### config.mk
export PLATFORM = sky130hd
export DESIGN_NAME = mode_summary_unit
export DESIGN_NICKNAME = d
export VERILOG_FILES = /design/src/rtl/mode_summary_pkg.sv /design/src/rtl/mode_classify.sv /design/src/rtl/size_derive.sv /design/src/rtl/mode_summary_unit.sv
export SDC_FILE = /design/constraint.sdc
export NUM_CORES = 1
export LEC_CHECK = 0
export ABC_AREA = 1
export BUFFER_PORTS_ARGS = -buffer_cell sky130_fd_sc_hd__buf_2
export CAP_MARGIN = 30
export CORE_MARGIN = 5
export CORE_UTILIZATION = 35
export CTS_CLUSTER_DIAMETER = 200
export CTS_CLUSTER_SIZE = 16
export DETAILED_ROUTE_END_ITERATION = 6
export PLACE_DENSITY = 0.67
export SYNTH_ARGS = -nofsm -noshare
export SYNTH_HDL_FRONTEND = slang
export SYNTH_SLANG_ARGS = --single-unit
### constraint.sdc
create_clock -name clk -period 1.9 [get_ports clk]
set_input_delay 0.19 -clock clk [delete_from_list [all_inputs] [get_ports clk]]
set_output_delay 0.19 -clock clk [all_outputs]
set_load 0.05 [all_outputs]
### src/rtl/mode_summary_pkg.sv
package mode_summary_pkg;
  localparam int SZ_W    = 4;
  localparam int PRIV_W  = 2;
  localparam int NUM_SRC = 5;

  localparam logic [SZ_W-1:0] BYTES2 = SZ_W'(2);
  localparam logic [SZ_W-1:0] BYTES4 = SZ_W'(4);
  localparam logic [SZ_W-1:0] BYTES8 = SZ_W'(8);

  typedef enum logic [2:0] {
    SM_REAL   = 3'd0,
    SM_PROT   = 3'd1,
    SM_V86    = 3'd2,
    SM_COMPAT = 3'd3,
    SM_LONG64 = 3'd4
  } submode_e;

  typedef struct packed {
    logic              mode_long;
    submode_e          sub;
    logic [PRIV_W-1:0] cpl;
    logic              paging;
    logic [SZ_W-1:0]   op;
    logic [SZ_W-1:0]   op_alt;
    logic [SZ_W-1:0]   ad;
    logic [SZ_W-1:0]   ad_alt;
    logic [SZ_W-1:0]   stk;
  } summary_t;
endpackage

### src/rtl/mode_classify.sv
module mode_classify
  import mode_summary_pkg::*;
(
  input  logic     lma,
  input  logic     pe,
  input  logic     vm,
  input  logic     cs_long,
  output logic     is_long,
  output submode_e sub
);
  always_comb begin
    is_long = lma;
    if (lma) begin
      sub = cs_long ? SM_LONG64 : SM_COMPAT;
    end else if (vm) begin
      sub = SM_V86;
    end else if (pe) begin
      sub = SM_PROT;
    end else begin
      sub = SM_REAL;
    end
  end
endmodule

### src/rtl/size_derive.sv
module size_derive
  import mode_summary_pkg::*;
(
  input  submode_e        sub,
  input  logic            cs_dflt,
  input  logic            ss_dflt,
  output logic [SZ_W-1:0] op,
  output logic [SZ_W-1:0] op_alt,
  output logic [SZ_W-1:0] ad,
  output logic [SZ_W-1:0] ad_alt,
  output logic [SZ_W-1:0] stk
);
  logic wide64;
  assign wide64 = (sub == SM_LONG64);

  always_comb begin
    if (wide64 || cs_dflt) begin
      op     = BYTES4;
      op_alt = BYTES2;
    end else begin
      op     = BYTES2;
      op_alt = BYTES4;
    end

    if (wide64) begin
      ad     = BYTES8;
      ad_alt = BYTES4;
    end else if (cs_dflt) begin
      ad     = BYTES4;
      ad_alt = BYTES2;
    end else begin
      ad     = BYTES2;
      ad_alt = BYTES4;
    end

    if (wide64)       stk = BYTES8;
    else if (ss_dflt) stk = BYTES4;
    else              stk = BYTES2;
  end
endmodule

### src/rtl/mode_summary_unit.sv
module mode_summary_unit
  import mode_summary_pkg::*;
(
  input  logic               clk,
  input  logic               rst_n,
  input  logic               efer_lma,
  input  logic               cr0_pe,
  input  logic               cr0_pg,
  input  logic               cs_long,
  input  logic               cs_dflt,
  input  logic [PRIV_W-1:0]  cs_dpl,
  input  logic               ss_dflt,
  input  logic               flags_vm,
  input  logic [NUM_SRC-1:0] src_wr,
  input  logic               refresh,
  output logic               mode_long,
  output logic [2:0]         submode,
  output logic [PRIV_W-1:0]  cpl,
  output logic               paging,
  output logic [SZ_W-1:0]    op_size,
  output logic [SZ_W-1:0]    op_alt,
  output logic [SZ_W-1:0]    addr_size,
  output logic [SZ_W-1:0]    addr_alt,
  output logic [SZ_W-1:0]    stack_size
);
  localparam summary_t RESET_SUM = '{
    mode_long: 1'b0, sub: SM_REAL, cpl: '0, paging: 1'b0,
    op: BYTES2, op_alt: BYTES4, ad: BYTES2, ad_alt: BYTES4, stk: BYTES2};

  logic     trig;
  logic     nx_long;
  submode_e nx_sub;
  summary_t nx_sum, sum_q;

  assign trig = (|src_wr) | refresh;

  mode_classify u_class (
    .lma     (efer_lma),
    .pe      (cr0_pe),
    .vm      (flags_vm),
    .cs_long (cs_long),
    .is_long (nx_long),
    .sub     (nx_sub)
  );

  size_derive u_size (
    .sub     (nx_sub),
    .cs_dflt (cs_dflt),
    .ss_dflt (ss_dflt),
    .op      (nx_sum.op),
    .op_alt  (nx_sum.op_alt),
    .ad      (nx_sum.ad),
    .ad_alt  (nx_sum.ad_alt),
    .stk     (nx_sum.stk)
  );

  assign nx_sum.mode_long = nx_long;
  assign nx_sum.sub       = nx_sub;
  assign nx_sum.cpl       = cs_dpl;
  assign nx_sum.paging    = cr0_pg;

  always_ff @(posedge clk or negedge rst_n) begin
    if (!rst_n)    sum_q <= RESET_SUM;
    else if (trig) sum_q <= nx_sum;
  end

  assign mode_long  = sum_q.mode_long;
  assign submode    = sum_q.sub;
  assign cpl        = sum_q.cpl;
  assign paging     = sum_q.paging;
  assign op_size    = sum_q.op;
  assign op_alt     = sum_q.op_alt;
  assign addr_size  = sum_q.ad;
  assign addr_alt   = sum_q.ad_alt;
  assign stack_size = sum_q.stk;


  hold_without_strobe_chk: assert property (@(posedge clk) disable iff (!rst_n)
    !trig |=> $stable(sum_q));


  long_submode_chk: assert property (@(posedge clk) disable iff (!rst_n)
    mode_long |-> (submode == 3'd3 || submode == 3'd4));


  stack64_chk: assert property (@(posedge clk) disable iff (!rst_n)
    (submode == 3'd4) |-> (stack_size == 4'd8 && addr_size == 4'd8));


  paging_follow_chk: assert property (@(posedge clk) disable iff (!rst_n)
    trig |=> (paging == $past(cr0_pg)));


  cpl_follow_chk: assert property (@(posedge clk) disable iff (!rst_n)
    trig |=> (cpl == $past(cs_dpl)));
endmodule

=== Word-level counts from Yosys, hierarchy flattened ===
Cells that the tools add are included.

* Equal/unequal tests: 1
* Multiplexer cells: 12
* Bitwise logic cells: 1
* Reductions and logical operators: 2

{| class="wikitable"
|+ Operator list
! cell !! number
|-
| 3-bit two-way mux || 8
|-
| 4-bit two-way mux || 3
|-
| 5-bit OR reduction || 1
|-
| 3-bit equality test (second input constant) || 1
|-
| 1-bit logical OR || 1
|-
| 1-bit two-way mux || 1
|-
| 1-bit bitwise OR || 1
|}

* Register bits after elaboration: 27
* Input bits: 17
* Output and inout port bits: 27
* Logic and storage cells: 25

=== Logic depth before layout (Yosys ltp) ===
Gate-level depths: netlist (run 1).

* Word-level depth: 6
* Gate-level depth with buffers: 5
* Gate-level depth less buffers: 5

=== Cells and area by module ===
A second synthesis (run 1) with hierarchy kept.

* Cells, all modules: 155
* Area, all modules: 1,357.6 um^2

{| class="wikitable"
|+ Modules (own cells, without submodules)
! module !! times used !! cells each !! area an instance (um^2)
|-
| mode_summary_unit || 1 || 120 || 1,157.4
|-
| size_derive || 1 || 26 || 160.2
|-
| mode_classify || 1 || 9 || 40.0
|}

=== Worst setup path before layout (run 1) ===
No wires, ideal clock.

* Path kind: reg2out
* From: reg addr_size[1] (netlist name)
* To: out op_alt[2]
* Arrival: 0.939 ns
* Required time: 1.710 ns
* Slack: 0.771 ns
* Cell stages (with the launch flop): 2
* Buffers on the path: 1
* Cells stage by stage: dfstp_2 buf_4

{| class="wikitable"
|+ RTL lines
! element !! RTL line !! RTL
|-
| end: declaration || mode_summary_unit.sv:21 || <nowiki>output logic [SZ_W-1:0] op_alt,</nowiki>
|}

=== Worst setup path after layout (run 1) ===
* From: reg sum_q, in the netlist addr_size[1]
* To: out addr_size[1]

{| class="wikitable"
|+ RTL lines
! element !! RTL line !! RTL
|-
| start: declaration || mode_summary_unit.sv:33 || <nowiki>summary_t nx_sum, sum_q;</nowiki>
|-
| start signal: assignment || mode_summary_unit.sv:64 || <nowiki>else if (trig) sum_q <= nx_sum;</nowiki>
|-
| end: declaration || mode_summary_unit.sv:22 || <nowiki>output logic [SZ_W-1:0] addr_size,</nowiki>
|}

No word-level cell between the ends.

==> results.py, run 1 <==
metrics = {
    "sta": {
        "timing.setup.tns_ns": 0,
        "timing.final.crit_share_pct": 67.2,
        "setup_viol": 0,
        "rsz0062_at_grt": "no",
        "drv_slew": 0,
        "hold_viol_final": 0,
        "setup_ws_ns": 0.623,
        "fin_crit_ns": 1.28,
        "clock_skew_ns": 0,
        "max_freq_ghz": 0.783,
    },
    "clock_tree": {
        "clkSinkCount": 13,
        "clock_latency_ns": 0.27,
        "numCtsBuffers": 3,
        "clk_pin_slew_worst_paths_ns": 0.07,
        "postCtsSetupBuffers": 0,
        "clockBufferDepth": 2,
        "cts_max_level": 1,
        "cts_root_buf": "clkbuf_4",
        "tritoncts": "yes",
    },
    "pwr": {
        "clkPwrFrac_pct": 23.4,
        "power.density_nw_per_um2": 787,
        "intPower_uw": 429,
        "switching_power_uw": 280,
        "p_leak_nw": 0.537,
        "switching_share_pct": 39.5,
        "p_seq_share_pct": 43.6,
        "p_comb_share_pct": 32.9,
        "vdd_drop_max_v": 0.000291,
    },
    "place": {
        "io_buffer_count": 35,
        "place_ws_ns": 0.751,
        "finalWeightedCongestion": 0.805,
        "hpwl_mm": 1.30,
    },
    "global_route": {
        "met3_usage_pct": 2.09,
        "antenna_found_initial": 0,
        "grt_pass1_wl_mm": 2.68,
        "gr-usage-all-layers_pct": 11.0,
        "busiest_layer": "met2",
        "grt_overflow": 0,
        "grt_max_degree": 15,
        "grt.met2_usage_pct": 19.8,
        "grt_pass1_vias": 608,
        "gr-usage-met1_pct": 11.5,
    },
    "drt": {
        "wl_per_cell_um": 11.1,
        "wl_mm": 1.67,
        "drt_iter0_drc": 15,
        "avgViaCountPerCell": 4.32,
        "firstDrtPassIters": 4,
        "via_count": 652,
        "ant_nets": 0,
        "drc": 0,
    },
    "cells_and_area": {
        "drive_above_1_share_pct": 38.7,
        "final_nets": 142,
        "antenna_cells": 0,
        "syn_to_final_growth_pct": 22.0,
    },
    "critical_path": {
        "critPathKind": "flop to output port",
        "crit_path_max_incr_delay_ns": 0.55,
        "startpoint_type": "flop",
        "end_kind": "output port",
        "cp_slowest_cell": "dfstp_2",
        "cp.required_ns": 1.71,
        "cp_cell_sequence": "buf_2",
        "critPathBufInv": 1,
        "crit_fanout": 4,
        "arrival_ns": 1.09,
        "critical_path.top_delay_family": "flip-flops",
    },
    "synthesis": {
        "avgSynthCellArea_um2": 8.02,
        "ys_types": 14,
        "seq_area_frac_synth_pct": 44.6,
        "synthesis.area_um2": 738,
        "yosysWarnings": 0,
        "postSynthCellCount": 92,
        "synth-seq-cells": 13,
    },
    "die": {
        "pin_count": 44,
        "core_area_um2": 1980,
        "die_h_um": 55.9,
        "dieArea_um2": 3130,
        "die_w_um": 55.9,
        "initial_core_util_pct": 37.2,
        "std_cell_rows": 16,
    },
    "run": {
        "max_cap_viol_count": 0,
    },
    "outcome": {
        "status": "finished clean",
    },
    "min_path": {
        "hold_class": "input port to flop",
    },
}
[cell families after synthesis]
| family | synth area share, % |
|---|---|
| and+or+nand+nor | 32.4 |
| buffers and inverters | 21.9 |
| other | 0.508 |
| DFF | 44.6 |
| AOI/OAI and AO/OA | 0.677 |
[state kept, by name, indices dropped and copies added (netlist names)]
signal      count
submode         3
addr_size       2
cpl             2
stack_size      2
addr_alt        1
mode_long       1
op_alt          1
paging          1
[worst reg2reg max path: cells and delay by family (launching register included)]
kind	cells	cell delay (ns)
DFF	1	0.55
and+or+nand+nor	2	0.17
[cells in the final DEF, fill, tap and decap left out, types with 2 or more instances in the layout]
cell type	count
buf_2	35
nand2_1	31
nand4_1	13
dfrtp_1	10
inv_1	8
conb_1	8
nor2_2	3
dfstp_2	3
clkbuf_4	3
buf_4	3
nor2_1	2
[per-layer routing]
metal	wire length [um]	share of wire, %	vias to the layer above
li1	-	-	335
met1	663	40	283
met2	827	49	30
met3	144	8.6	4
met4	38	2.3	0
met5	0	0	-
[cell type report]
type	count	area (um^2)
well taps	27	33.8
inverters	8	30.0
flip-flops and latches	13	329
clock buffers	4	26.3
multi-input cells	60	274
fillers	204	1080
repair buffers	39	208
[timing repair]
item	CTS	global route
endpoints found under the hold margin	10	0
gates resized for setup	0	0
hold buffers	1	0
[through the flow]
stage                     utilization [%]  instances  hold WS, ns  total power [mW]  cell area [um^2]
final                                45.5        151        0.124             0.709               901
after global routing                 45.5        151        0.131             0.746               901
after CTS                            45.5        151        0.122             0.716               901
after detailed placement             43.6        146       0.0880             0.547               865
after global placement               43.6        146       0.0838             0.545               865
after floorplan                         -         99       -0.106             0.510               764
[path summary, 6_finish.rpt]
kind,from,end,slack [ns],cells past startpoint
min in group asynchronous,rst_n,paging,0.32,2
hold / removal,cs_dpl[0],cpl[0],0.12,3
setup reg to reg,addr_size[1],addr_size[1],1.12,2
max in group asynchronous,rst_n,addr_size[1],1.30,2
hold reg to reg,stack_size[1],stack_size[1],0.50,2
setup / recovery,addr_size[1],addr_size[1],0.62,1
[Yosys cell counts]
cell | number | share of area, %
nand4_1 | 13 | 11
buf_2 | 3 | 2.0
conb_1 | 1 | 0.51
nand3_2 | 1 | 1.4
nand2_1 | 31 | 16
buf_4 | 14 | 14
nor2_2 | 3 | 2.5
nor2_1 | 2 | 1.0
nand3_1 | 1 | 0.68
dfrtp_1 | 10 | 34
inv_1 | 8 | 4.1
o21ai_0 | 1 | 0.68
buf_6 | 1 | 1.5
dfstp_2 | 3 | 11
[power by group through the flow]
| stage | Sequential (mW) | Combinational (mW) | Clock, mW |
|---|---|---|---|
| 4_1_cts | 0.310 | 0.234 | 0.172 |
| 2_1_floorplan | 0.381 | 0.129 | 0 |
| 3_3_place_gp | 0.314 | 0.231 | 0 |
| 6_report | 0.309 | 0.234 | 0.166 |
| 5_1_grt | 0.312 | 0.248 | 0.186 |
| 3_5_place_dp | 0.315 | 0.232 | 0 |
Note: power is estimated with default switching activity, not from simulation.
==> run 2, diff against run 1 <==
- clock period: 1.9 -> 1.19 ns (I/O delays scaled with it)
==> run 2 against run 1 <==
Effect of this change:
- combinational power rose by 62%
- via count grew 0.77%
- largest power group unchanged
- critical path type unchanged
- first-iteration DRC count shrank 20%
- clock-buffer cell count stayed put
==> results.py, run 2 (synthesis results as in run 1) <==
metrics = {
    "cells_and_area": {
        "antenna_cells": 0,
        "final_cell_mix": "nand2_1 (31), buf_2 (30), nand4_1 (13)",
        "postLayoutCoreUtil_pct": 46.1,
        "register_area_um2": 329,
        "largest_reg_flops": 3,
        "syn_to_final_growth_pct": 23.7,
        "fillers": 219,
        "stdcell_count": 151,
        "multi_input_area_um2": 274,
        "drive_above_1_share_pct": 38.7,
        "final_common_cell": "nand2_1",
        "final_nets": 142,
    },
    "min_path": {
        "hp-start": "cs_dpl[0]",
        "worstHoldEndpoint": "cpl[0]",
        "hold_class": "input port to flop",
        "whs_path_depth": 3,
    },
    "clock_tree": {
        "postCtsSetupBuffers": 0,
        "clock_latency_ns": 0.26,
        "cts_root_buf": "clkbuf_4",
        "tritoncts": "yes",
        "clk_pin_slew_worst_paths_ns": 0.07,
        "numCtsBuffers": 3,
        "clkSinkCount": 13,
        "clockBufferDepth": 2,
        "cts_max_level": 1,
    },
    "drt": {
        "drc": 0,
        "avgViaCountPerCell": 4.35,
        "firstDrtPassIters": 4,
        "wl_per_cell_um": 10.9,
        "via_count": 657,
        "drt_iter0_drc": 12,
        "wl_mm": 1.64,
        "ant_nets": 0,
    },
    "critical_path": {
        "critPathBufInv": 1,
        "crit_path_max_incr_delay_ns": 0.55,
        "cp_cell_sequence": "buf_4",
        "end_kind": "output port",
        "reg2reg_from": "addr_size[1]",
        "crit_fanout": 4,
        "cp_slowest_cell": "dfstp_2",
        "ff2ff_setup_slack_ns": 0.40,
        "critPathKind": "flop to output port",
        "cp.required_ns": 1.07,
        "worstRegToRegCells": 2,
        "startpoint_type": "flop",
        "reg2reg_to": "addr_size[1]",
        "critical_path.top_delay_family": "flip-flops",
        "arrival_ns": 1.02,
    },
    "global_route": {
        "gr-usage-all-layers_pct": 10.8,
        "grt_max_degree": 14,
        "antenna_found_initial": 0,
        "grt_pass1_wl_mm": 2.64,
        "grt_pass1_vias": 590,
        "grt_overflow": 0,
    },
    "die": {
        "dieArea_um2": 3130,
        "die_h_um": 55.9,
        "std_cell_rows": 16,
        "pin_count": 44,
        "die_w_um": 55.9,
        "initial_core_util_pct": 37.2,
        "core_area_um2": 1980,
    },
    "place": {
        "finalWeightedCongestion": 0.785,
        "io_buffer_count": 35,
        "hpwl_mm": 1.26,
        "placedCellCount": 146,
    },
    "outcome": {
        "status": "finished clean",
    },
    "sta": {
        "clock_skew_ns": 0,
        "max_freq_ghz": 0.880,
        "drv_slew": 0,
        "setup_viol": 0,
        "fin_crit_ns": 1.14,
        "hold_viol_final": 0,
        "timing.setup.tns_ns": 0,
        "rsz0062_at_grt": "no",
        "timing.final.crit_share_pct": 95.5,
    },
    "run": {
        "max_cap_viol_count": 0,
    },
    "pwr": {
        "total_power_mw": 1.13,
        "vdd_drop_max_v": 0.000700,
        "power.density_nw_per_um2": 1230,
        "p_leak_nw": 0.540,
    },
}
## run 2: cell count changes in the layout (fill, tap and decap cells not counted)
cell,delta
buf_4,+4
clkbuf_4,+1
buf_2,-5
## run 2: how the worst max path moves through the flow
stage | startpoint | to | slack [ns] | depth (start not counted)
after floorplan | addr_size[1] | op_alt[2] | 0.13 | 1
after global placement | src_wr[0] | submode[0] | 0.29 | 5
after detailed placement | src_wr[1] | submode[1] | 0.26 | 5
after CTS | addr_size[1] | addr_size[1] | -0.01 | 1
after global routing | addr_size[1] | op_alt[2] | 0.007 | 1
final | addr_size[1] | addr_size[1] | 0.05 | 1
## run 2: power by group
| part | switching [mW] | internal [mW] |
|---|---|---|
| combinational | 0.294 | 0.0849 |
| clock | 0.125 | 0.130 |
| sequential | 0.0172 | 0.476 |
| total | 0.436 | 0.691 |
## run 2: cell type report
type | instances | share of cell area (%)
clock buffer | 4 | 2.88
tap | 27 | 3.70
multi-input combinational | 60 | 30.0
timing repair buffer | 39 | 24.1
sequential | 13 | 36.0
inverter | 8 | 3.29
## run 2: tightest hold or removal path, delay by kind of cell
family,cells,cell delay (ns)
buffers and inverters,1,0.08
AND/OR/NAND/NOR,2,0.09
## run 2: repair_timing
action | CTS | global route
hold buffers | 1 | 0
resized for setup | 1 | 7
setup endpoints to repair | 4 | 4
hold endpoints to repair | 13 | 0
## run 2: metal layers
metal	wire (um)	GRT usage, %
met5	0	0
met4	41	5.08
met3	151	4.18
met2	816	18.1
met1	631	11.9
## run 2: through the flow
step	instance area, um^2	hold slack (ns)	worst slack [ns]
floorplan	764	-0.177	0.132
global placement	865	0.0133	0.288
detailed placement	865	0.0196	0.259
CTS	903	0.0426	-0.0150
global route	913	0.0433	0.00675
finish	913	0.0509	0.0533
